File: config.mk
export PLATFORM = sky130hd
export DESIGN_NAME = asram_ctrl
export DESIGN_NICKNAME = d
export VERILOG_FILES = /design/src/rtl/asram_pkg.sv /design/src/rtl/asram_down_timer.sv /design/src/rtl/asram_pace.sv /design/src/rtl/asram_seq.sv /design/src/rtl/asram_dq.sv /design/src/rtl/asram_ctrl.sv
export SDC_FILE = /design/constraint.sdc
export NUM_CORES = 1
export LEC_CHECK = 0
export BUFFER_PORTS_ARGS = -buffer_cell sky130_fd_sc_hd__buf_2
export CAP_MARGIN = 30
export CELL_PAD_IN_SITES_DETAIL_PLACEMENT = 1
export CELL_PAD_IN_SITES_GLOBAL_PLACEMENT = 2
export CORE_UTILIZATION = 27
export CTS_BUF_LIST = sky130_fd_sc_hd__clkbuf_4
export CTS_CLUSTER_SIZE = 25
export DETAILED_ROUTE_END_ITERATION = 7
export PLACE_DENSITY = 0.84
export SETUP_SLACK_MARGIN = 0.05
export SLEW_MARGIN = 0
export SYNTH_ARGS = -nofsm -noshare
export SYNTH_HDL_FRONTEND = slang
export SYNTH_HIERARCHICAL = 1
export SYNTH_SLANG_ARGS = --single-unit
export TNS_END_PERCENT = 20
File: constraint.sdc
create_clock -name clk -period 2.3 [get_ports clk]
set_input_delay 0.46 -clock clk [delete_from_list [all_inputs] [get_ports clk]]
set_output_delay 0.46 -clock clk [all_outputs]
set_load 0.1 [all_outputs]
File: src/rtl/asram_pkg.sv
package asram_pkg;

  typedef enum logic [2:0] {
    S_IDLE   = 3'd0,
    S_RD     = 3'd1,
    S_TURN   = 3'd2,
    S_WPULSE = 3'd3,
    S_WHOLD  = 3'd4,
    S_GAP    = 3'd5
  } seq_state_t;

  // Round a nanosecond limit up to whole clock cycles, at least one.
  function automatic int ns_to_cyc(input int ns, input int clk_ns);
    int c;
    c = (ns + clk_ns - 1) / clk_ns;
    if (c < 1) c = 1;
    return c;
  endfunction

  function automatic int imax(input int a, input int b);
    return (a > b) ? a : b;
  endfunction

endpackage

File: src/rtl/asram_down_timer.sv
module asram_down_timer #(
  parameter int W = 4
) (
  input  logic         clk,
  input  logic         rst,
  input  logic         load,
  input  logic [W-1:0] load_val,
  output logic         zero
);
  logic [W-1:0] cnt;

  always_ff @(posedge clk) begin
    if (rst) begin
      cnt <= '0;
    end else if (load) begin
      cnt <= load_val;
    end else if (cnt != '0) begin
      cnt <= cnt - 1'b1;
    end
  end

  assign zero = (cnt == '0);

  p_timer_counts_down_r7: assert property (@(posedge clk) disable iff (rst)
    (!load && $past(!load) && $past(cnt) != '0 && !$past(rst)) |-> (cnt == $past(cnt) - 1'b1));

endmodule

File: src/rtl/asram_pace.sv
module asram_pace #(
  parameter int RC_CYC = 9
) (
  input  logic clk,
  input  logic rst,
  input  logic start,
  output logic rc_met
);
  localparam int W      = $clog2(RC_CYC + 1) + 1;
  localparam int RC_THR = (RC_CYC >= 2) ? RC_CYC - 2 : 0;

  logic [W-1:0] elapsed;

  // elapsed holds (edges since start - 1), saturating at RC_CYC
  always_ff @(posedge clk) begin
    if (rst) begin
      elapsed <= W'(RC_CYC);
    end else if (start) begin
      elapsed <= '0;
    end else if (elapsed < W'(RC_CYC)) begin
      elapsed <= elapsed + 1'b1;
    end
  end

  // met means the next edge may accept a new access start
  assign rc_met = (elapsed >= W'(RC_THR));

endmodule

File: src/rtl/asram_seq.sv
module asram_seq
  import asram_pkg::*;
#(
  parameter int TW     = 4,
  parameter int RD_CYC = 9,
  parameter int WR_CYC = 8,
  parameter int TN_CYC = 4
) (
  input  logic          clk,
  input  logic          rst,
  input  logic          req_valid,
  input  logic          req_write,
  input  logic          t_zero,
  input  logic          rc_met,
  output logic          t_load,
  output logic [TW-1:0] t_val,
  output logic          accept,
  output logic          capture,
  output logic          ce_n,
  output logic          we_n,
  output logic          oe_n,
  output logic          drive,
  output logic          ready,
  output logic          done
);
  localparam logic [TW-1:0] RD_LD = TW'(RD_CYC - 1);
  localparam logic [TW-1:0] WR_LD = TW'(WR_CYC - 1);
  localparam logic [TW-1:0] TN_LD = TW'(TN_CYC - 1);

  seq_state_t state;

  assign accept  = (state == S_IDLE) && req_valid && ready;
  assign capture = (state == S_RD) && t_zero;

  always_comb begin
    t_load = 1'b0;
    t_val  = '0;
    if (accept) begin
      t_load = 1'b1;
      t_val  = req_write ? TN_LD : RD_LD;
    end else if (state == S_TURN && t_zero) begin
      t_load = 1'b1;
      t_val  = WR_LD;
    end
  end

  always_ff @(posedge clk) begin
    if (rst) begin
      state <= S_IDLE;
      ce_n  <= 1'b1;
      we_n  <= 1'b1;
      oe_n  <= 1'b1;
      drive <= 1'b0;
      ready <= 1'b1;
      done  <= 1'b0;
    end else begin
      done <= 1'b0;
      case (state)
        S_IDLE: begin
          if (accept) begin
            ready <= 1'b0;
            ce_n  <= 1'b0;
            if (req_write) begin
              state <= S_TURN;
            end else begin
              oe_n  <= 1'b0;
              state <= S_RD;
            end
          end
        end
        S_RD: begin
          if (t_zero) begin
            oe_n <= 1'b1;
            ce_n <= 1'b1;
            done <= 1'b1;
            if (rc_met) begin
              ready <= 1'b1;
              state <= S_IDLE;
            end else begin
              state <= S_GAP;
            end
          end
        end
        S_TURN: begin
          if (t_zero) begin
            we_n  <= 1'b0;
            drive <= 1'b1;
            state <= S_WPULSE;
          end
        end
        S_WPULSE: begin
          if (t_zero) begin
            we_n  <= 1'b1;
            state <= S_WHOLD;
          end
        end
        S_WHOLD: begin
          drive <= 1'b0;
          ce_n  <= 1'b1;
          done  <= 1'b1;
          if (rc_met) begin
            ready <= 1'b1;
            state <= S_IDLE;
          end else begin
            state <= S_GAP;
          end
        end
        S_GAP: begin
          if (rc_met) begin
            ready <= 1'b1;
            state <= S_IDLE;
          end
        end
        default: state <= S_IDLE;
      endcase
    end
  end

  p_state_legal_r6: assert property (@(posedge clk) disable iff (rst)
    state inside {S_IDLE, S_RD, S_TURN, S_WPULSE, S_WHOLD, S_GAP});

  p_drive_after_turn_r4: assert property (@(posedge clk) disable iff (rst)
    $rose(drive) |-> ($past(state) == S_TURN));

endmodule

File: src/rtl/asram_dq.sv
module asram_dq #(
  parameter int AW = 15,
  parameter int DW = 8
) (
  input  logic          clk,
  input  logic          rst,
  input  logic          accept,
  input  logic          capture,
  input  logic [AW-1:0] req_addr,
  input  logic [DW-1:0] req_wdata,
  input  logic [DW-1:0] dq_i,
  output logic [AW-1:0] ram_addr,
  output logic [DW-1:0] dq_o,
  output logic [DW-1:0] rdata
);
  always_ff @(posedge clk) begin
    if (rst) begin
      ram_addr <= '0;
      dq_o     <= '0;
      rdata    <= '0;
    end else begin
      if (accept) begin
        ram_addr <= req_addr;
        dq_o     <= req_wdata;
      end
      if (capture) begin
        rdata <= dq_i;
      end
    end
  end

  p_rdata_only_on_capture_r9: assert property (@(posedge clk) disable iff (rst)
    (!$past(capture) && !$past(rst)) |-> $stable(rdata));

endmodule

File: src/rtl/asram_ctrl.sv
module asram_ctrl
  import asram_pkg::*;
#(
  parameter int CLK_NS    = 8,
  parameter int ADDR_W    = 15,
  parameter int DATA_W    = 8,
  parameter int T_RC_NS   = 70,
  parameter int T_WC_NS   = 70,
  parameter int T_AA_NS   = 70,
  parameter int T_ACE_NS  = 70,
  parameter int T_DOE_NS  = 35,
  parameter int T_SCE_NS  = 60,
  parameter int T_AW_NS   = 60,
  parameter int T_PWE_NS  = 50,
  parameter int T_SD_NS   = 30,
  parameter int T_HZOE_NS = 25
) (
  input  logic              clk,
  input  logic              rst,
  input  logic              req_valid,
  output logic              req_ready,
  input  logic              req_write,
  input  logic [ADDR_W-1:0] req_addr,
  input  logic [DATA_W-1:0] req_wdata,
  output logic              rsp_done,
  output logic [DATA_W-1:0] rsp_rdata,
  output logic [ADDR_W-1:0] ram_addr,
  output logic              ram_ce_n,
  output logic              ram_we_n,
  output logic              ram_oe_n,
  output logic [DATA_W-1:0] dq_o,
  output logic              dq_oe,
  input  logic [DATA_W-1:0] dq_i
);
  localparam int RD_CYC = ns_to_cyc(imax(T_AA_NS, imax(T_ACE_NS, T_DOE_NS)), CLK_NS);
  localparam int WR_CYC = ns_to_cyc(imax(imax(T_SCE_NS, T_AW_NS), imax(T_PWE_NS, T_SD_NS)), CLK_NS);
  localparam int TN_CYC = ns_to_cyc(T_HZOE_NS, CLK_NS);
  localparam int RC_CYC = ns_to_cyc(imax(T_RC_NS, T_WC_NS), CLK_NS);
  localparam int TW     = $clog2(imax(RD_CYC, imax(WR_CYC, TN_CYC)) + 1) + 1;

  logic          t_load, t_zero, rc_met, accept, capture;
  logic [TW-1:0] t_val;

  asram_down_timer #(.W(TW)) u_timer (
    .clk(clk), .rst(rst), .load(t_load), .load_val(t_val), .zero(t_zero)
  );

  asram_pace #(.RC_CYC(RC_CYC)) u_pace (
    .clk(clk), .rst(rst), .start(accept), .rc_met(rc_met)
  );

  asram_seq #(
    .TW(TW), .RD_CYC(RD_CYC), .WR_CYC(WR_CYC), .TN_CYC(TN_CYC)
  ) u_seq (
    .clk(clk), .rst(rst), .req_valid(req_valid), .req_write(req_write),
    .t_zero(t_zero), .rc_met(rc_met), .t_load(t_load), .t_val(t_val),
    .accept(accept), .capture(capture), .ce_n(ram_ce_n), .we_n(ram_we_n),
    .oe_n(ram_oe_n), .drive(dq_oe), .ready(req_ready), .done(rsp_done)
  );

  asram_dq #(.AW(ADDR_W), .DW(DATA_W)) u_dq (
    .clk(clk), .rst(rst), .accept(accept), .capture(capture),
    .req_addr(req_addr), .req_wdata(req_wdata), .dq_i(dq_i),
    .ram_addr(ram_addr), .dq_o(dq_o), .rdata(rsp_rdata)
  );

  p_we_inside_ce_r8: assert property (@(posedge clk) disable iff (rst)
    !ram_we_n |-> !ram_ce_n);

  p_strobes_exclusive_r8: assert property (@(posedge clk) disable iff (rst)
    !(!ram_we_n && !ram_oe_n));

  p_drive_oe_high_r4: assert property (@(posedge clk) disable iff (rst)
    dq_oe |-> ram_oe_n);

  p_addr_hold_r5: assert property (@(posedge clk) disable iff (rst)
    (!ram_ce_n && $past(!ram_ce_n)) |-> $stable(ram_addr));

  p_busy_not_ready_r6: assert property (@(posedge clk) disable iff (rst)
    !ram_ce_n |-> !req_ready);

  p_done_single_r9: assert property (@(posedge clk) disable iff (rst)
    rsp_done |=> !rsp_done);

  p_wdata_stable_r3: assert property (@(posedge clk) disable iff (rst)
    (!ram_we_n && $past(!ram_we_n)) |-> $stable(dq_o));

  p_drive_past_we_r3: assert property (@(posedge clk) disable iff (rst)
    $rose(ram_we_n) |-> dq_oe);

  p_release_ce_on_done_r5: assert property (@(posedge clk) disable iff (rst)
    rsp_done |-> ram_ce_n);

endmodule

==> results.json, run 1 <==
{
  "die_area_um2": 8220,
  "numCtsBuffers": 5,
  "instances_no_fill": 390,
  "cp_top_family": "simple AND/OR/NAND/NOR gates",
  "vias": 1777,
  "post-route-util": 0.355,
  "drt-pass1-iter-count": 4,
  "track_usage": 0.129,
  "ant_nets": 0,
  "wl_per_cell_um": 13.0,
  "grt_overflow": 0,
  "syn-num-nets": 254,
  "grt_pass1_vias": 1821,
  "grt_max_degree": 33,
  "post_cts_buffers": 0,
  "setup_violations": 0,
  "drive_above_1_share": 0.333,
  "die_w_um": 90.7,
  "final-max-slew-violation-count": 0,
  "max_stage_delay_ps": 350,
  "drc": 0,
  "start_util": 0.287,
  "clk_pin_slew_worst_paths_ps": 150,
  "nets": 327,
  "cp-end-kind": "flip-flop",
  "synth_edf_count": 0,
  "ios": 72,
  "synth_area_um2": 2120,
  "synthTopCellsByArea": "dfxtp_1 (47%), mux2i_1 (15%), nor2_1 (6.5%), a21oi_1 (2.6%), buf_12 (1.9%)",
  "dp.cells": 382,
  "worstPathMaxFanout": 4,
  "cp_common_cell": "inv_1",
  "worst_skew_pair.late_latency_ps": 370,
  "drt-initial-drc-count": 30,
  "path_cells": "inv_1, ha_1, nor4b_4, nor2b_1, nand2_1, o21ai_2, inv_1, and4_2, a311o_1",
  "die_h_um": 90.7,
  "antenna_found_initial": 0,
  "status": "completed",
  "rsz0062_at_grt": "false",
  "critPathLaunchType": "flip-flop",
  "place_hpwl_um": 3840,
  "maxCapViolations": 0,
  "cts_sinks": 50,
  "required_ps": 2570,
  "path_class": "flip-flop to flip-flop",
  "cts_resized": 0,
  "layout_min_cycle_time_ps": 2050,
  "viasPerCell": 4.56,
  "synth_warnings": 6,
  "syn_avg_cell_area_um2": 9.78,
  "clockBufferDepth": 2,
  "clockRootBuffer": "clkbuf_4",
  "synth_cells": 217,
  "rows": 31,
  "ys_types": 47,
  "ir_drop_uv": 558,
  "timing.final.crit_share": 0.893,
  "ys_seq_area_frac": 0.471,
  "globalplace.congestion": 0.751,
  "num-fill-cells": 892,
  "multi_input_area_um2": 977,
  "area.sequential_um2": 1000,
  "p_leak_uw": 0.00119,
  "fmax_ghz": 0.487,
  "crit_slowest_cell": "dfxtp_1",
  "yosysTopAreaCell": "dfxtp_1",
  "core-area_um2": 7410,
  "diodes": 0,
  "synth_ff_type": "dfxtp_1",
  "ys_ff_latch": 50,
  "hold_class": "input port to flip-flop",
  "h-tree-depth": 2,
  "yosysTopAreaCellShare": 0.471,
  "grt_pass1_wl_um": 8540,
  "fin_setup_tns_ps": 0,
  "synthArstFlopShare": 0,
  "cts_hold_buf": 0,
  "wirelength_um": 5060,
  "finalHoldViolCount": 0,
  "cellPowerDensity_nw_per_um2": 1540,
  "area_delta_synth_final_pct": 23.7,
  "cts_tree": "done",
  "cp.arrival_ps": 2330,
  "critPathBufInv": 2,
  "fin_skew_ps": 10.2,
  "portBuffers": 71
}
[placed cells by master, fill, tap and decap left out, drive strengths merged, types with 2 or more instances in the layout]
cell type,count
a211oi,4
inv,10
ha,2
nor3,2
clkbuf,5
nand2b,2
or2,2
nand2,8
a21oi,11
mux2i,31
a31oi,2
nor2,37
o21bai,4
nor4,2
buf,79
nor2b,3
o21ai,9
dfxtp,50
clkinv,2
nand3,3
a21o,2
[synthesized netlist by cell type, drive strengths merged (3+ instances only)]
| library cell | n |
|---|---|
| nand3 | 3 |
| dfxtp | 50 |
| inv | 10 |
| mux2i | 31 |
| nand2 | 8 |
| a21oi | 11 |
| o21ai | 9 |
| buf | 11 |
| a211oi | 4 |
| nor2 | 37 |
| o21bai | 4 |
| nor2b | 3 |
[worst min-delay path, delay by kind of cell]
family	cells	cell delay [ps]
buf+inv	1	80
simple gates	1	70
mux	1	50
[report_power, final]
group / internal [uW] / switching [uW] / leakage (uW) / total, uW
clock network: 120 / 285 / 0.0000312 / 405
registers: 1080 / 171 / 0.000409 / 1250
logic: 691 / 1690 / 0.000754 / 2380
total: 1890 / 2150 / 0.00119 / 4040
[cells by family after synthesis]
group           share of synthesized area
mux                                 0.146
fa+ha+maj                          0.0118
other cells                       0.00177
compound gates                      0.128
flops                               0.471
buf+inv                            0.0701
simple gates                        0.162
xor+xnor                          0.00825
[routing by layer]
layer | vias to the layer above | wire, um | global-route usage
met5 | - | 0 | 0
met4 | 0 | 40 | 0.0591
met3 | 4 | 296 | 0.0328
met2 | 57 | 2290 | 0.207
met1 | 824 | 2440 | 0.160
li1 | 892 | - | -
[layout make-up]
cell class | count | area share
well taps | 99 | 0.0471
flip-flops and latches | 50 | 0.381
repair buffers | 79 | 0.163
clock inverters | 3 | 0.00810
inverters | 10 | 0.0143
multi-input cells | 144 | 0.372
clock buffers | 5 | 0.0143
[worst paths after layout]
kind,from,end,slack [ps],cells after the start
hold / removal,req_addr[14],u_dq/ram_addr[14],320,3
setup reg to reg,u_timer/cnt[0],u_timer/cnt[1],250,9
setup / recovery,u_timer/cnt[0],u_timer/cnt[1],250,9
hold reg to reg,u_seq/ce_n,u_seq/ce_n,480,1
[flip-flops by register name, summed over array words and instances, names as in the netlist]
signal	flops
u_dq/dq_o	8
u_dq/ram_addr	15
u_dq/rdata	8
u_pace/elapsed	5
u_seq/ce_n	1
u_seq/done	1
u_seq/drive	1
u_seq/oe_n	1
u_seq/ready	1
u_seq/state	3
u_seq/we_n	1
u_timer/cnt	5
[through the flow]
| step | hold slack [ps] | cell area, um^2 | total power, uW | setup WS [ps] |
|---|---|---|---|---|
| floorplan | 490 | 2130 | 3270 | 89.4 |
| global placement | 443 | 2570 | 3630 | 388 |
| detailed placement | 449 | 2570 | 3670 | 283 |
| CTS | 289 | 2630 | 4090 | 258 |
| global route | 288 | 2630 | 4310 | 80.9 |
| finish | 317 | 2630 | 4040 | 245 |
(Power assumes the default switching activity.)
==> run 2: changes to the inputs <==
Settings changed: ABC_AREA set to 1, CORE_UTILIZATION 27 to 26, CTS_CLUSTER_SIZE 25 to not set, PLACE_DENSITY 0.84 to 0.86.
==> results.json, run 2 <==
{
  "grt_pass1_vias": 2215,
  "cts_tree": "done",
  "drc": 0,
  "yosysTopAreaCellShare": 0.405,
  "clockBufferDepth": 2,
  "multi_input_area_um2": 1130,
  "largest_reg_flops": 15,
  "cp_top_family": "simple AND/OR/NAND/NOR gates",
  "synth_edf_count": 0,
  "die_w_um": 99.5,
  "wl_per_cell_um": 10.4,
  "syn_avg_cell_area_um2": 7.07,
  "track_usage": 0.119,
  "cts_sinks": 50,
  "cp-end-kind": "flip-flop",
  "start_util": 0.268,
  "diodes": 0,
  "rsz0062_at_grt": "false",
  "fin_setup_tns_ps": 0,
  "numCtsBuffers": 5,
  "synth_area_um2": 2470,
  "globalplace.congestion": 0.854,
  "ys_seq_area_frac": 0.405,
  "area.sequential_um2": 1000,
  "nets": 457,
  "viasPerCell": 4.07,
  "r2r-start": "u_timer/cnt[1]",
  "ys_types": 25,
  "place_hpwl_um": 4410,
  "drt-initial-drc-count": 27,
  "crit_slowest_cell": "dfxtp_1",
  "h-tree-depth": 2,
  "synth_ff_type": "dfxtp_1",
  "critPathLaunchType": "flip-flop",
  "drt-pass1-iter-count": 4,
  "cts_hold_buf": 0,
  "final_cell_mix": "nand2_1 (75), buf_2 (71), nor2_1 (57), dfxtp_1 (50), inv_1 (48)",
  "clockRootBuffer": "clkbuf_4",
  "die_h_um": 99.5,
  "timing.final.crit_share": 0.827,
  "ios": 72,
  "required_ps": 2570,
  "regMostFlops": "u_dq/ram_addr",
  "status": "completed",
  "max_stage_delay_ps": 400,
  "min_from": "req_write",
  "antenna_found_initial": 0,
  "yosysTopAreaCell": "dfxtp_1",
  "final-max-slew-violation-count": 0,
  "layout_commonest_cell": "nand2_1",
  "fmax_ghz": 0.526,
  "grt_overflow": 0,
  "drive_above_1_share": 0.371,
  "area_delta_synth_final_pct": 19.6,
  "startpoint": "u_timer/cnt[1]",
  "worst_skew_pair.late_latency_ps": 360,
  "synthArstFlopShare": 0,
  "hold_class": "input port to flip-flop",
  "ys_ff_latch": 50,
  "core-area_um2": 9240,
  "synth_cells": 350,
  "cp.arrival_ps": 2170,
  "cts_resized": 0,
  "yosysMostFrequentCell": "nand2_1",
  "top_regs": "u_dq/ram_addr x15, u_dq/dq_o x8, u_dq/rdata x8",
  "post_cts_buffers": 0,
  "grt_max_degree": 38,
  "synth_warnings": 6,
  "maxCapViolations": 0,
  "wirelength_um": 5740,
  "grt_pass1_wl_um": 9630,
  "critPathBufInv": 4,
  "die_area_um2": 9910,
  "setup_violations": 0,
  "rows": 35,
  "num-fill-cells": 1192,
  "synth_common_cells": "nand2_1 (75), nor2_1 (57), dfxtp_1 (50)",
  "syn-num-nets": 387,
  "layout_min_cycle_time_ps": 1900,
  "portBuffers": 71,
  "clk_pin_slew_worst_paths_ps": 140,
  "vias": 2241,
  "worstPathMaxFanout": 6,
  "fin_skew_ps": 2.77,
  "synthTopCellsByArea": "dfxtp_1 (40%), nand2_1 (11%), nor2_1 (8.6%), nand2_2 (7.6%), inv_1 (7.4%)",
  "ant_nets": 0,
  "finalHoldViolCount": 0,
  "path_class": "flip-flop to flip-flop",
  "path_cells": "inv_1, ha_1, nand3_2, clkinv_2, inv_1, nor3_2, nand2_1, nand2_1, inv_2, nand4_1, o21ai_0, nor2_1"
}
[run 2: cell types whose count changed in the layout (fill, tap and decap cells not counted), moves of 5 or more]
cell / before / now
nand3_1: 3 / 10
nor2_1: 37 / 57
nand2_1: 8 / 75
inv_1: 10 / 48
a21oi_1: 11 / 6
nand2_2: 0 / 30
nor2_2: 0 / 27
inv_2: 0 / 7
mux2i_1: 31 / 0
[run 2: per-stage QoR]
step | worst slack, ps | hold WS [ps] | instances | cell area [um^2] | util
finish | 398 | 364 | 550 | 2960 | 0.320
CTS | 385 | 334 | 550 | 2960 | 0.320
global route | 178 | 357 | 550 | 2960 | 0.320
floorplan | 320 | 451 | 350 | 2470 | -
detailed placement | 411 | 460 | 542 | 2900 | 0.314
global placement | 484 | 442 | 542 | 2900 | 0.314
[run 2: cells by family after synthesis]
family / share of synthesized area
AND/OR/NAND/NOR: 0.400
AO/OA/AOI/OAI: 0.0425
buffers and inverters: 0.138
flip-flops: 0.405
other: 0.00152
adder cells (fa/ha/maj): 0.0101
XOR/XNOR: 0.00354
[run 2: worst paths after layout]
path	to	slack, ps	depth (start not counted)
worst min-delay path	u_seq/oe_n	360	3
worst max register to register	u_timer/cnt[0]	400	12
worst max-delay path	u_timer/cnt[0]	400	12
worst min register to register	u_dq/rdata[6]	480	2
[run 2: tightest hold or removal path, cell delays in order]
cell	delay [ps]
buf_2	120
o21ai_1	80
nand2_1	50
[run 2: final cells by class]
class / count / area share
sequential: 50 / 0.338
tap: 129 / 0.0546
multi-input combinational: 232 / 0.383
inverter: 56 / 0.0715
clock buffer: 6 / 0.0152
timing repair buffer: 75 / 0.135
clock inverter: 2 / 0.00296
[run 2: metal layers]
metal  wire (um)  up-vias  global-route usage
met5           0        -                   0
met4          63        0              0.0339
met3         240        6              0.0253
met2        2740       47               0.213
met1        2690     1013               0.143
li1            -     1175                   -
Power of run 2 is left out: the tool's default activity adds up to more than one toggle a clock period on the data nets, which glitch-free logic cannot reach.
==> run 3: changes to the inputs <==
Settings changed: CORE_UTILIZATION 26 to 29, PLACE_DENSITY 0.86 to 0.9.
Clock period 2.3 ns to 1.8 ns, I/O delays scaled along.
==> results.json, run 3 (same netlist as run 2, synthesis figures left out) <==
{
  "stdcell_area_um2": 3060,
  "crit_slowest_cell": "dfxtp_2",
  "layout_min_cycle_time_ps": 1670,
  "critPathBufInv": 4,
  "viasPerCell": 4.29,
  "finalHoldViolCount": 0,
  "dp.cells": 524,
  "status": "completed",
  "wl_per_cell_um": 11.0,
  "cts_tree": "done",
  "cts_hold_buf": 0,
  "portBuffers": 71,
  "hold_class": "input port to flip-flop",
  "die_area_um2": 8900,
  "required_ps": 2070,
  "largest_reg_flops": 15,
  "fin_skew_ps": 8.93,
  "layout_commonest_cell": "nand2_1",
  "grt_overflow": 0,
  "drt-initial-drc-count": 19,
  "place_hpwl_um": 4470,
  "critPathLaunchType": "flip-flop",
  "path_cells": "inv_1, ha_4, nand3_2, clkinv_2, inv_2, nor3_4, nand2_1, nand2_2, inv_2, nand4_1, o21ai_1, nor2_1",
  "final-max-slew-violation-count": 0,
  "grtUsageMet3": 0.0322,
  "rsz0062_at_grt": "true",
  "area_delta_synth_final_pct": 23.8,
  "wirelength_um": 5920,
  "worst_skew_pair.late_latency_ps": 360,
  "cp-end-kind": "flip-flop",
  "rows": 33,
  "clockRootBuffer": "clkbuf_4",
  "drc": 0,
  "fmax_ghz": 0.600,
  "clk_pin_slew_worst_paths_ps": 140,
  "globalplace.congestion": 0.788,
  "ios": 72,
  "ant_nets": 0,
  "instances_no_fill": 536,
  "max_stage_delay_ps": 380,
  "fin_setup_tns_ps": 0,
  "die_w_um": 94.4,
  "grt_max_degree": 32,
  "vias": 2298,
  "grt_use_met1": 0.152,
  "die_h_um": 94.4,
  "top_regs": "u_dq/ram_addr x15, u_dq/dq_o x8, u_dq/rdata x8",
  "antenna_found_initial": 0,
  "timing.final.crit_share": 0.926,
  "cp_common_cell": "inv_2",
  "worstPathMaxFanout": 5,
  "drt-pass1-iter-count": 4,
  "top_usage_layer": "met2",
  "track_usage": 0.132,
  "core-area_um2": 8220,
  "place_area_um2": 2920,
  "path_class": "flip-flop to flip-flop",
  "num-fill-cells": 1099,
  "timing.hold.ws_ps": 272,
  "grtUsageMet2": 0.241,
  "drive_above_1_share": 0.420,
  "start_util": 0.301,
  "grt_pass1_vias": 2226,
  "final_cell_mix": "nand2_1 (73), buf_2 (71), nor2_1 (56), inv_1 (46), dfxtp_1 (45)",
  "setup_violations": 0,
  "grt_pass1_wl_um": 9520,
  "cts_sinks": 50,
  "cp.arrival_ps": 1930,
  "h-tree-depth": 2,
  "nets": 467,
  "maxCapViolations": 0,
  "regMostFlops": "u_dq/ram_addr",
  "cp_top_family": "simple AND/OR/NAND/NOR gates",
  "numCtsBuffers": 5,
  "clockBufferDepth": 2,
  "diodes": 0
}
run 3: area by class of cell:
class                      count  area (um^2)  area share
inverter                      56          214      0.0699
clock inverter                 3         16.3     0.00531
timing repair buffer          85          473       0.154
multi-input combinational    232         1180       0.386
sequential                    50         1010       0.329
tap                          105          131      0.0429
clock buffer                   5         37.5      0.0123
run 3: worst register-to-register path, stage by stage, from the launching register on:
cell,delay (ps)
dfxtp_2,380
inv_1,70
ha_4,160
nand3_2,100
clkinv_2,80
inv_2,120
nor3_4,50
nand2_1,100
nand2_2,80
inv_2,110
nand4_1,140
o21ai_1,140
nor2_1,50
run 3: repair_timing:
action                     4_1_cts  5_1_grt
setup endpoints to repair        3       14
pin swaps                        2        3
gates resized for setup         10        9
setup buffers                    3        1
run 3: path summary, 6_finish.rpt:
kind | startpoint | to | slack (ps) | cells past startpoint
worst min register to register | u_seq/oe_n | u_seq/oe_n | 480 | 2
worst max-delay path | u_timer/cnt[1] | u_timer/cnt[0] | 130 | 12
worst max register to register | u_timer/cnt[1] | u_timer/cnt[0] | 130 | 12
worst min-delay path | req_write | u_seq/oe_n | 270 | 3
run 3: per-stage QoR:
stage / utilization / setup slack [ps]
2_1_floorplan: - / 133
3_3_place_gp: 0.355 / 106
3_5_place_dp: 0.355 / 5.09
4_1_cts: 0.367 / 65.7
5_1_grt: 0.373 / -2.41
6_report: 0.373 / 133
run 3: routing by layer:
metal / vias to the layer above / wire [um]
li1: 1192 / -
met1: 1051 / 2670
met2: 50 / 2860
met3: 5 / 338
met4: 0 / 54
met5: - / 0
Power of run 3 is left out for the same reason.
